### src/rtl/epi_pkg.sv
package epi_pkg;
    localparam int REG_W  = 32;
    localparam int ADDR_W = 12;

    localparam logic [ADDR_W-1:0] STAT_BASE   = 12'h908;
    localparam logic [ADDR_W-1:0] STAT_STRIDE = 12'h020;
    localparam logic [ADDR_W-1:0] SUM_ADDR    = 12'h818;

    // Bit positions of the status word
    localparam int B_DONE = 0;
    localparam int B_OFF  = 1;
    localparam int B_TMO  = 3;
    localparam int B_TOK  = 4;
    localparam int B_NAK  = 6;
    localparam int B_LVL  = 7;

    typedef struct packed {
        logic nak;
        logic tok;
        logic tmo;
        logic off;
        logic done;
    } ep_flags_t;

    typedef enum logic [0:0] {
        RP_IDLE = 1'b0,
        RP_RESP = 1'b1
    } rp_state_t;

    function automatic logic [ADDR_W-1:0] stat_addr(input int ep);
        return STAT_BASE + STAT_STRIDE * ADDR_W'(ep);
    endfunction

    function automatic logic [REG_W-1:0] pack_status(input ep_flags_t f, input logic lvl);
        logic [REG_W-1:0] w;
        w         = '0;
        w[B_DONE] = f.done;
        w[B_OFF]  = f.off;
        w[B_TMO]  = f.tmo;
        w[B_TOK]  = f.tok;
        w[B_NAK]  = f.nak;
        w[B_LVL]  = lvl;
        return w;
    endfunction

    function automatic ep_flags_t flags_of_word(input logic [7:0] w);
        ep_flags_t f;
        f.done = w[B_DONE];
        f.off  = w[B_OFF];
        f.tmo  = w[B_TMO];
        f.tok  = w[B_TOK];
        f.nak  = w[B_NAK];
        return f;
    endfunction
endpackage

### src/rtl/epi_ep_status.sv
module epi_ep_status
    import epi_pkg::*;
#(
    parameter bit IS_CTRL = 1'b0
) (
    input  logic      clk,
    input  logic      rst_n,
    input  logic      ev_done,
    input  logic      ev_off,
    input  logic      ev_tmo,
    input  logic      ev_tok,
    input  logic      ev_nak,
    input  logic      periodic,
    input  logic      clr_nak_cmd,
    input  ep_flags_t clr_w,
    output ep_flags_t flags
);
    ep_flags_t set_v;
    ep_flags_t clr_v;

    always_comb begin
        set_v.done = ev_done;
        set_v.off  = ev_off;
        set_v.tmo  = IS_CTRL & ev_tmo;
        set_v.tok  = ev_tok & ~periodic;
        set_v.nak  = ev_nak;
        clr_v      = clr_w;
        clr_v.nak  = clr_w.nak | clr_nak_cmd;
    end

    // A set strobe wins over a clear in the same cycle
    always_ff @(posedge clk or negedge rst_n) begin
        if (!rst_n) begin
            flags <= '0;
        end else begin
            flags <= ep_flags_t'((flags & ~clr_v) | set_v);
        end
    end
endmodule

### src/rtl/epi_fifo_level.sv
module epi_fifo_level #(
    parameter int DEPTH  = 16,
    parameter int FREE_W = $clog2(DEPTH + 1)
) (
    input  logic [FREE_W-1:0] free_cnt,
    input  logic              full_only,
    output logic              lvl
);
    localparam logic [FREE_W-1:0] HALF_CNT = FREE_W'(DEPTH / 2);
    localparam logic [FREE_W-1:0] FULL_CNT = FREE_W'(DEPTH);

    always_comb begin
        if (full_only) begin
            lvl = (free_cnt >= FULL_CNT);
        end else begin
            lvl = (free_cnt >= HALF_CNT);
        end
    end
endmodule

### src/rtl/epi_regport.sv
module epi_regport
    import epi_pkg::*;
#(
    parameter int NUM_EP = 4
) (
    input  logic                         clk,
    input  logic                         rst_n,
    input  logic                         req_valid,
    input  logic                         req_write,
    input  logic [ADDR_W-1:0]            req_addr,
    input  logic [REG_W-1:0]             req_wdata,
    input  logic [NUM_EP-1:0][REG_W-1:0] stat_words,
    input  logic [NUM_EP-1:0]            summary,
    output ep_flags_t [NUM_EP-1:0]       wr_clr,
    output logic                         rd_valid,
    output logic [REG_W-1:0]             rd_data
);
    rp_state_t         state_q;
    rp_state_t         state_d;
    logic [NUM_EP-1:0] ep_hit;
    logic              sum_hit;
    logic              rd_req;
    logic              wr_req;
    logic [REG_W-1:0]  rd_next;
    logic [REG_W-1:0]  rd_q;
    logic              wdata_unused;

    assign wdata_unused = ^req_wdata[REG_W-1:8];
    assign sum_hit      = (req_addr == SUM_ADDR);
    assign rd_req       = req_valid & ~req_write;
    assign wr_req       = req_valid & req_write;

    always_comb begin
        for (int e = 0; e < NUM_EP; e++) begin
            ep_hit[e] = (req_addr == stat_addr(e));
        end
    end

    always_comb begin
        rd_next = '0;
        if (sum_hit) begin
            rd_next[NUM_EP-1:0] = summary;
        end
        for (int e = 0; e < NUM_EP; e++) begin
            if (ep_hit[e]) begin
                rd_next = stat_words[e];
            end
        end
    end

    always_comb begin
        for (int e = 0; e < NUM_EP; e++) begin
            wr_clr[e] = (wr_req && ep_hit[e]) ? flags_of_word(req_wdata[7:0]) : '0;
        end
    end

    // State register
    always_ff @(posedge clk or negedge rst_n) begin
        if (!rst_n) begin
            state_q <= RP_IDLE;
        end else begin
            state_q <= state_d;
        end
    end

    // Next state
    always_comb begin
        unique case (state_q)
            RP_IDLE: state_d = rd_req ? RP_RESP : RP_IDLE;
            RP_RESP: state_d = rd_req ? RP_RESP : RP_IDLE;
            default: state_d = RP_IDLE;
        endcase
    end

    always_ff @(posedge clk or negedge rst_n) begin
        if (!rst_n) begin
            rd_q <= '0;
        end else if (rd_req) begin
            rd_q <= rd_next;
        end
    end

    // Outputs
    always_comb begin
        rd_valid = (state_q == RP_RESP);
        rd_data  = rd_valid ? rd_q : '0;
    end
endmodule

### src/rtl/epi_irq_agg.sv
module epi_irq_agg
    import epi_pkg::*;
#(
    parameter int NUM_EP     = 4,
    parameter int FIFO_DEPTH = 16,
    localparam int FREE_W    = $clog2(FIFO_DEPTH + 1)
) (
    input  logic                     clk,
    input  logic                     rst_n,
    input  logic [NUM_EP-1:0]        ev_xfer_done,
    input  logic [NUM_EP-1:0]        ev_ep_off,
    input  logic [NUM_EP-1:0]        ev_timeout,
    input  logic [NUM_EP-1:0]        ev_tok_empty,
    input  logic [NUM_EP-1:0]        ev_nak_eff,
    input  logic [NUM_EP-1:0]        cmd_clr_nak,
    input  logic [NUM_EP-1:0]        ep_periodic,
    input  logic [NUM_EP*FREE_W-1:0] fifo_free,
    input  logic                     cfg_empty_full,
    input  logic                     req_valid,
    input  logic                     req_write,
    input  logic [11:0]              req_addr,
    input  logic [31:0]              req_wdata,
    output logic                     rd_valid,
    output logic [31:0]              rd_data,
    output logic [NUM_EP-1:0]        in_summary,
    output logic                     in_irq
);
    ep_flags_t [NUM_EP-1:0]       flags;
    ep_flags_t [NUM_EP-1:0]       wr_clr;
    logic [NUM_EP-1:0]            lvl;
    logic [NUM_EP-1:0][REG_W-1:0] stat_words;

    for (genvar g = 0; g < NUM_EP; g++) begin : g_ep
        epi_ep_status #(
            .IS_CTRL (g == 0)
        ) u_stat (
            .clk         (clk),
            .rst_n       (rst_n),
            .ev_done     (ev_xfer_done[g]),
            .ev_off      (ev_ep_off[g]),
            .ev_tmo      (ev_timeout[g]),
            .ev_tok      (ev_tok_empty[g]),
            .ev_nak      (ev_nak_eff[g]),
            .periodic    (ep_periodic[g]),
            .clr_nak_cmd (cmd_clr_nak[g]),
            .clr_w       (wr_clr[g]),
            .flags       (flags[g])
        );

        epi_fifo_level #(
            .DEPTH  (FIFO_DEPTH),
            .FREE_W (FREE_W)
        ) u_lvl (
            .free_cnt  (fifo_free[g*FREE_W +: FREE_W]),
            .full_only (cfg_empty_full),
            .lvl       (lvl[g])
        );

        assign stat_words[g] = pack_status(flags[g], lvl[g]);
        assign in_summary[g] = (|flags[g]) | lvl[g];
    end

    assign in_irq = |in_summary;

    epi_regport #(
        .NUM_EP (NUM_EP)
    ) u_port (
        .clk        (clk),
        .rst_n      (rst_n),
        .req_valid  (req_valid),
        .req_write  (req_write),
        .req_addr   (req_addr),
        .req_wdata  (req_wdata),
        .stat_words (stat_words),
        .summary    (in_summary),
        .wr_clr     (wr_clr),
        .rd_valid   (rd_valid),
        .rd_data    (rd_data)
    );
endmodule

### config.mk
export PLATFORM = sky130hd
export DESIGN_NAME = epi_irq_agg
export DESIGN_NICKNAME = d
export VERILOG_FILES = /design/src/rtl/epi_pkg.sv /design/src/rtl/epi_ep_status.sv /design/src/rtl/epi_fifo_level.sv /design/src/rtl/epi_regport.sv /design/src/rtl/epi_irq_agg.sv
export SDC_FILE = /design/constraint.sdc
export NUM_CORES = 1
export LEC_CHECK = 0
export BUFFER_PORTS_ARGS = -buffer_cell sky130_fd_sc_hd__buf_4
export CAP_MARGIN = 40
export CORE_MARGIN = 4
export CORE_UTILIZATION = 30
export CTS_CLUSTER_SIZE = 8
export DETAILED_ROUTE_END_ITERATION = 8
export PLACE_DENSITY = 0.7
export SYNTH_ARGS = -nofsm -noshare
export SYNTH_HDL_FRONTEND = slang
export SYNTH_SLANG_ARGS = --single-unit
### constraint.sdc
create_clock -name clk -period 2.3 [get_ports clk]
set_clock_uncertainty 0.05 [all_clocks]
set_input_delay 0.46 -clock clk [delete_from_list [all_inputs] [get_ports clk]]
set_output_delay 0.46 -clock clk [all_outputs]
set_load 0.005 [all_outputs]
==> results of run 1 <==
==> through the flow <==
| step | power [uW] | util, % | setup WS [ns] | instances | setup TNS (ns) |
|---|---|---|---|---|---|
| final | 946.8 | 46.34 | -0.1545 | 334 | -0.2170 |
| after global routing | 993.7 | 46.34 | -0.2459 | 334 | -0.5033 |
| after CTS | 952.7 | 45.99 | -0.1516 | 332 | -0.2554 |
| after detailed placement | 688.3 | 43.35 | -0.02027 | 326 | -0.02027 |
| after global placement | 683.8 | 43.35 | 0.02673 | 326 | 0 |
| after floorplan | 605.9 | - | 0.1346 | 201 | 0 |
==> critical path: stages (launching register included) <==
cell and delay (ns):
dfrtp_1 0.39, or4_4 0.56, a2111oi_4 0.30, buf_4 0.18, nand4_1 0.09, buf_4 0.15
==> path summary, 6_finish.rpt <==
check	to	start	slack, ns	depth (start not counted)
worst max-delay path	in_irq	g_ep[3].u_stat.flags[1]$_DFF_PN0_	-0.15	5
worst min-delay path	u_port.rd_q[4]$_DFFE_PN0P_	rst_n	0.04	1
worst max register to register	u_port.rd_q[3]$_DFFE_PN0P_	g_ep[3].u_stat.flags[1]$_DFF_PN0_	0.45	6
worst min register to register	u_port.rd_q[6]$_DFFE_PN0P_	u_port.rd_q[6]$_DFFE_PN0P_	0.43	2
max in group asynchronous	g_ep[2].u_stat.flags[1]$_DFF_PN0_	rst_n	1.90	1
min in group clk	g_ep[0].u_stat.flags[1]$_DFF_PN0_	ev_ep_off[0]	0.31	2
==> report_power, final <==
part / leakage (uW) / switching [uW] / internal (uW) / total [uW]
Sequential: 0.000304 / 7.60 / 504 / 511
Clock: 0.0000216 / 141 / 117 / 259
Combinational: 0.000756 / 79.0 / 98.1 / 177
==> kinds of logic (layout without fill, tap and decap cells) <==
| group | count (synthesis) | in the layout |
|---|---|---|
| flip-flops | 28 | 28 |
| AND/OR/NAND/NOR | 60 | 60 |
| AO/OA/AOI/OAI | 39 | 39 |
| other | 1 | 25 |
| multiplexers | 6 | 6 |
| buffers and inverters | 43 | 106 |
==> final cells by class <==
type | count | share of cell area (%)
Multi-Input combinational cell | 130 | 36.07
Sequential cell | 28 | 28.69
Timing Repair Buffer | 89 | 27.82
Tap cell | 70 | 3.586
Inverter | 14 | 2.152
Clock buffer | 3 | 1.691
==> registers in the layout, summed over array words and instances (netlist names) <==
signal	flops
u_port.rd_q	7
g_ep.u_stat.flags	20
u_port.rd_valid	1
==> layout by cell type (no fill, tap or decap), types with 2 or more instances in the layout <==
master,synthesis,routed
a2111oi_4,0,3
a21boi_0,3,3
a21o_1,9,9
a21oi_1,5,5
a22o_1,4,4
a31o_2,4,4
a31oi_1,2,2
and2_1,7,7
buf_4,25,86
buf_6,0,3
clkbuf_8,0,3
conb_1,1,25
dfrtp_1,28,28
inv_1,13,10
inv_2,0,3
mux2_2,3,3
mux4_2,3,3
nand2_1,25,25
nand2b_1,5,5
nand3_1,2,2
nand4b_1,2,2
nor3_1,2,2
nor4_1,4,4
o221ai_1,3,3
o22ai_1,3,3
or2_0,2,2
or4_4,1,4
or4b_1,2,2
==> metal layers <==
| layer | wire length (um) | global-route usage [%] |
|---|---|---|
| met5 | 0 | 0 |
| met4 | 112 | 3.269 |
| met3 | 432 | 4.752 |
| met2 | 2578 | 24.93 |
| met1 | 1788 | 16.48 |
==> what timing repair did <==
action | in CTS | in global routing
endpoints found under the setup margin | 4 | 4
buffers inserted | 3 | 2
pin swaps | 5 | 2
resized for setup | 16 | 2
hold buffers | 0 | 0
==> flow_metrics.tcl, run 1 <==
set metrics [dict create \
    insertion_delay_ns 0.27 \
    dieArea_um2 6862 \
    boundaryPins 135 \
    max_freq_mhz 407.4 \
    muxShareOfSynthArea_pct 6.031 \
    cts.clk_slew.worst_paths_ns 0.09 \
    synth_top_family_by_area "simple AND/OR/NAND/NOR gates" \
    place_congestion 0.8082 \
    cp-end-kind "primary output" \
    hold_path_class "primary input to asynchronous set/reset pin" \
    port_buffers 67 \
    clockBufferDepth 2 \
    drt-vias-per-instance 4.760 \
    drive_gt1_share_pct 43.18 \
    multi_input_area_um2 880.8 \
    ys_types 37 \
    drc 0 \
    synth_top_area_share_pct 41.70 \
    final-seq-area_um2 700.7 \
    postSynthCellCount 177 \
    drtIter0Drc 67 \
    crit_arrival_ns 1.94 \
    synthesis.area_um2 1680 \
    first_global_vias 1601 \
    cts_tree "yes" \
    root_buffer "clkbuf_8" \
    setup_violations 4 \
    ys_ff_latch 28 \
    dieWidth_um 82.84 \
    async_flop_share_pct 100.0 \
    finalHoldViolCount 0 \
    synth.most_common_cell "dfrtp_1" \
    syn_to_final_growth_pct 45.35 \
    fin_hold_ws_ns 0.03509 \
    worstPathRequired_ns 1.79 \
    start_kind "flop" \
    overflow 0 \
    status "finished with violations" \
    crit_path_max_fanout 3 \
    synth-xor-area-share_pct 0 \
    setup_ws_ns -0.1545 \
    wire_per_inst_um 14.70 \
    yosysTopAreaCell "dfrtp_1" \
    violations "setup timing" \
    antenna_cells 0 \
    grt_use_total_pct 14.13 \
    die_y_um 82.84 \
    synthSimpleGateAreaFrac_pct 19.58 \
    totalWireLength_mm 4.911 \
    fin_crit_sh_pct 106.7 \
    synth-compound-area-share_pct 17.20 \
    synth.area.top_cells "dfrtp_1 42%, buf_4 11%, nand2_1 5.6%, a21o_1 4.0%, mux4_2 4.0%" \
    start_util_pct 31.89 \
    synth_fa_ha_area_share_pct 0 \
    numClockSinks 28 \
    avgSynthCellArea_um2 9.494 \
    maxCapViolCount 0 \
    first_pass_iters 5 \
    fillers 529 \
    vias 1590 \
    netlist_top_cells_count "28 x dfrtp_1, 25 x buf_4, 25 x nand2_1, 13 x inv_1, 9 x a21o_1" \
    final_antenna_net_count 0 \
    p_leak_uw 0.001081 \
    slew_viol_final 0 \
    power.density_nw_per_um2 387.7 \
    dpl_cell_area_um2 2285 \
    num_rows 26 \
    stdcell_area_um2 2442 \
    synthFlopType "dfrtp_1" \
    cts_buffers 3 \
    grt_pass1_wl_mm 7.990 \
    cts_max_level 1 \
    timing.setup.critical_path_class "flop to primary output" \
    ir_drop_mv 0.2689 \
    seq_area_frac_synth_pct 41.70 \
    dp_hpwl_mm 4.033 \
    rsz0062_at_grt "true" \
    final_nets 363 \
    synth_edf_count 0 \
    yosys_warnings 0 \
    antenna_found_initial 0 \
    design.core.area_um2 5270 \
    period_minus_slack_ns 2.454 \
    grt_max_degree 29 \
]
No activity file was read; power rests on OpenSTA's default activity.
==> run 2, diff against run 1 <==
==> constraint.sdc (replaced) <==
create_clock -name clk -period 2.3 [get_ports clk]
set_clock_uncertainty 0.05 [all_clocks]
set_input_delay 0.115 -clock clk [delete_from_list [all_inputs] [get_ports clk]]
set_output_delay 0.115 -clock clk [all_outputs]
set_load 0.005 [all_outputs]
==> run 2 against run 1 <==
Effect of this change:
- the flow now finishes without violations
- non-clock buffer count increased by 1
- highest routed layer unchanged
- total power increased by 4.7%
- maximum frequency increased by 9.9%
- worst hold slack got worse by 0.027 ns
- combinational power about the same
- critical path type unchanged
- flip-flop and latch count unchanged
- critical endpoint unchanged
- routed wire length decreased by 4.5%
- count of clock-buffer cells in the layout increased by 1
- via count decreased by 2.1%
- final cell count increased by 0.60%
- setup slack improved by 0.22 ns
==> flow_metrics.tcl, run 2 (synthesis results as in run 1) <==
set metrics [dict create \
    status "finished clean" \
    cts.clk_slew.worst_paths_ns 0.09 \
    root_buffer "clkbuf_8" \
    overflow 0 \
    layout_common_cells "75 x buf_4, 28 x dfrtp_1, 25 x nand2_1, 25 x conb_1, 15 x dlygate4sd3_1" \
    clockBufferDepth 2 \
    max_freq_mhz 447.9 \
    dieArea_um2 6862 \
    syn_to_final_growth_pct 44.68 \
    drive_gt1_share_pct 34.96 \
    cts_tree "yes" \
    totalWireLength_mm 4.691 \
    largest_reg_flops 20 \
    final_antenna_net_count 0 \
    fin_crit_sh_pct 97.07 \
    rsz0062_at_grt "false" \
    boundaryPins 135 \
    antenna_found_initial 0 \
    design.core.area_um2 5270 \
    seqPwrFrac_pct 51.7 \
    grt_use_total_pct 13.71 \
    port_buffers 67 \
    timing.setup.critical_path_class "flop to primary output" \
    antenna_cells 0 \
    ir_drop_mv 0.2494 \
    power_switching_uw 228.8 \
    slew_viol_final 0 \
    multi_input_area_um2 822.0 \
    wire_per_inst_um 13.96 \
    drc 0 \
    power_frac_clock_pct 30.2 \
    start_util_pct 31.89 \
    dpl_cell_area_um2 2217 \
    finalHoldViolCount 0 \
    worstPathRequired_ns 2.13 \
    num_rows 26 \
    grt_max_degree 29 \
    grt_pass1_wl_mm 7.803 \
    hold_path_class "primary input to flop" \
    crit_arrival_ns 2.07 \
    start_kind "flop" \
    cts_setup_buffers 0 \
    dp_hpwl_mm 3.904 \
    final_common_cell "buf_4" \
    max_flop_register "g_ep.u_stat.flags" \
    insertion_delay_ns 0.27 \
    power_switching_share_pct 23.09 \
    drtIter0Drc 62 \
    drt-vias-per-instance 4.631 \
    vias 1556 \
    intPower_uw 762.2 \
    die_y_um 82.84 \
    pwr-share-comb_pct 18.1 \
    numClockSinks 28 \
    stdcell_area_um2 2431 \
    maxCapViolCount 0 \
    final_nets 364 \
    fillers 536 \
    p_leak_uw 0.001077 \
    dieWidth_um 82.84 \
    first_global_vias 1645 \
    power.density_nw_per_um2 407.7 \
    crit_path_max_fanout 3 \
    fin_setup_tns_ns 0 \
    final-seq-area_um2 700.7 \
    cp-end-kind "primary output" \
    period_minus_slack_ns 2.233 \
    cts_buffers 3 \
    setup_violations 0 \
    cts_max_level 1 \
    first_pass_iters 4 \
    place_congestion 0.8334 \
]
-- run 2: cell types whose count changed in the layout (fill, tap and decap cells not counted), sizes merged --
cell	delta
buf	-14
clkbuf	+1
dlygate4sd3	+15
-- run 2: final timing paths --
check / start / end / slack, ns / cells past startpoint
worst max register to register: g_ep[0].u_stat.flags[4]$_DFF_PN0_ / u_port.rd_q[0]$_DFFE_PN0P_ / 0.40 / 5
worst max-delay path: g_ep[0].u_stat.flags[4]$_DFF_PN0_ / in_irq / 0.07 / 5
worst min-delay path: ev_tok_empty[2] / g_ep[2].u_stat.flags[3]$_DFF_PN0_ / 0.008 / 2
min in group asynchronous: rst_n / g_ep[0].u_stat.flags[3]$_DFF_PN0_ / 0.23 / 2
worst min register to register: u_port.rd_q[2]$_DFFE_PN0P_ / u_port.rd_q[2]$_DFFE_PN0P_ / 0.43 / 2
max in group asynchronous: rst_n / g_ep[3].u_stat.flags[4]$_DFF_PN0_ / 1.71 / 2
-- run 2: critical path: stages, from the launching register on --
cell and delay (ns):
dfrtp_1 0.41, or4_1 0.54, a2111oi_1 0.38, buf_4 0.20, nand4_1 0.11, buf_4 0.15
-- run 2: per-stage QoR --
| stage | power, uW | hold slack, ns | setup slack (ns) | util, % | instances |
|---|---|---|---|---|---|
| 3_3_place_gp | 677.0 | -0.0003107 | 0.2879 | 42.07 | 317 |
| 3_5_place_dp | 680.4 | 0.001614 | 0.2580 | 42.07 | 317 |
| 2_1_floorplan | 605.9 | -0.2306 | 0.4408 | - | 201 |
| 4_1_cts | 995.0 | 0.009420 | 0.004221 | 45.96 | 336 |
| 6_report | 991.1 | 0.007776 | 0.06736 | 46.13 | 336 |
| 5_1_grt | 1038 | 0.001102 | 0.01099 | 46.13 | 336 |
-- run 2: timing repair --
action,in CTS,in global routing
endpoints found under the setup margin,0,3
endpoints found under the hold margin,44,0
hold buffers,15,0
resized for setup,0,4
-- run 2: power by group through the flow --
stage                     sequential (uW)  combinational, uW  clock [uW]
after floorplan                       519               87.0           0
after global placement                522                155           0
after detailed placement              523                158           0
after CTS                             513                178         304
after global routing                  515                197         326
final                                 513                179         299
-- run 2: cell type report --
type | count | area share, %
Sequential cell | 28 | 28.82
Tap cell | 70 | 3.603
Multi-Input combinational cell | 130 | 33.81
Timing Repair Buffer | 90 | 29.34
Inverter | 14 | 2.162
Clock buffer | 4 | 2.265
-- run 2: layer usage --
layer	up-vias	routed length, um	track usage [%]
li1	760	-	-
met1	734	1803	15.92
met2	60	2541	25.15
met3	2	330	4.158
met4	0	14	2.080
met5	-	0	0
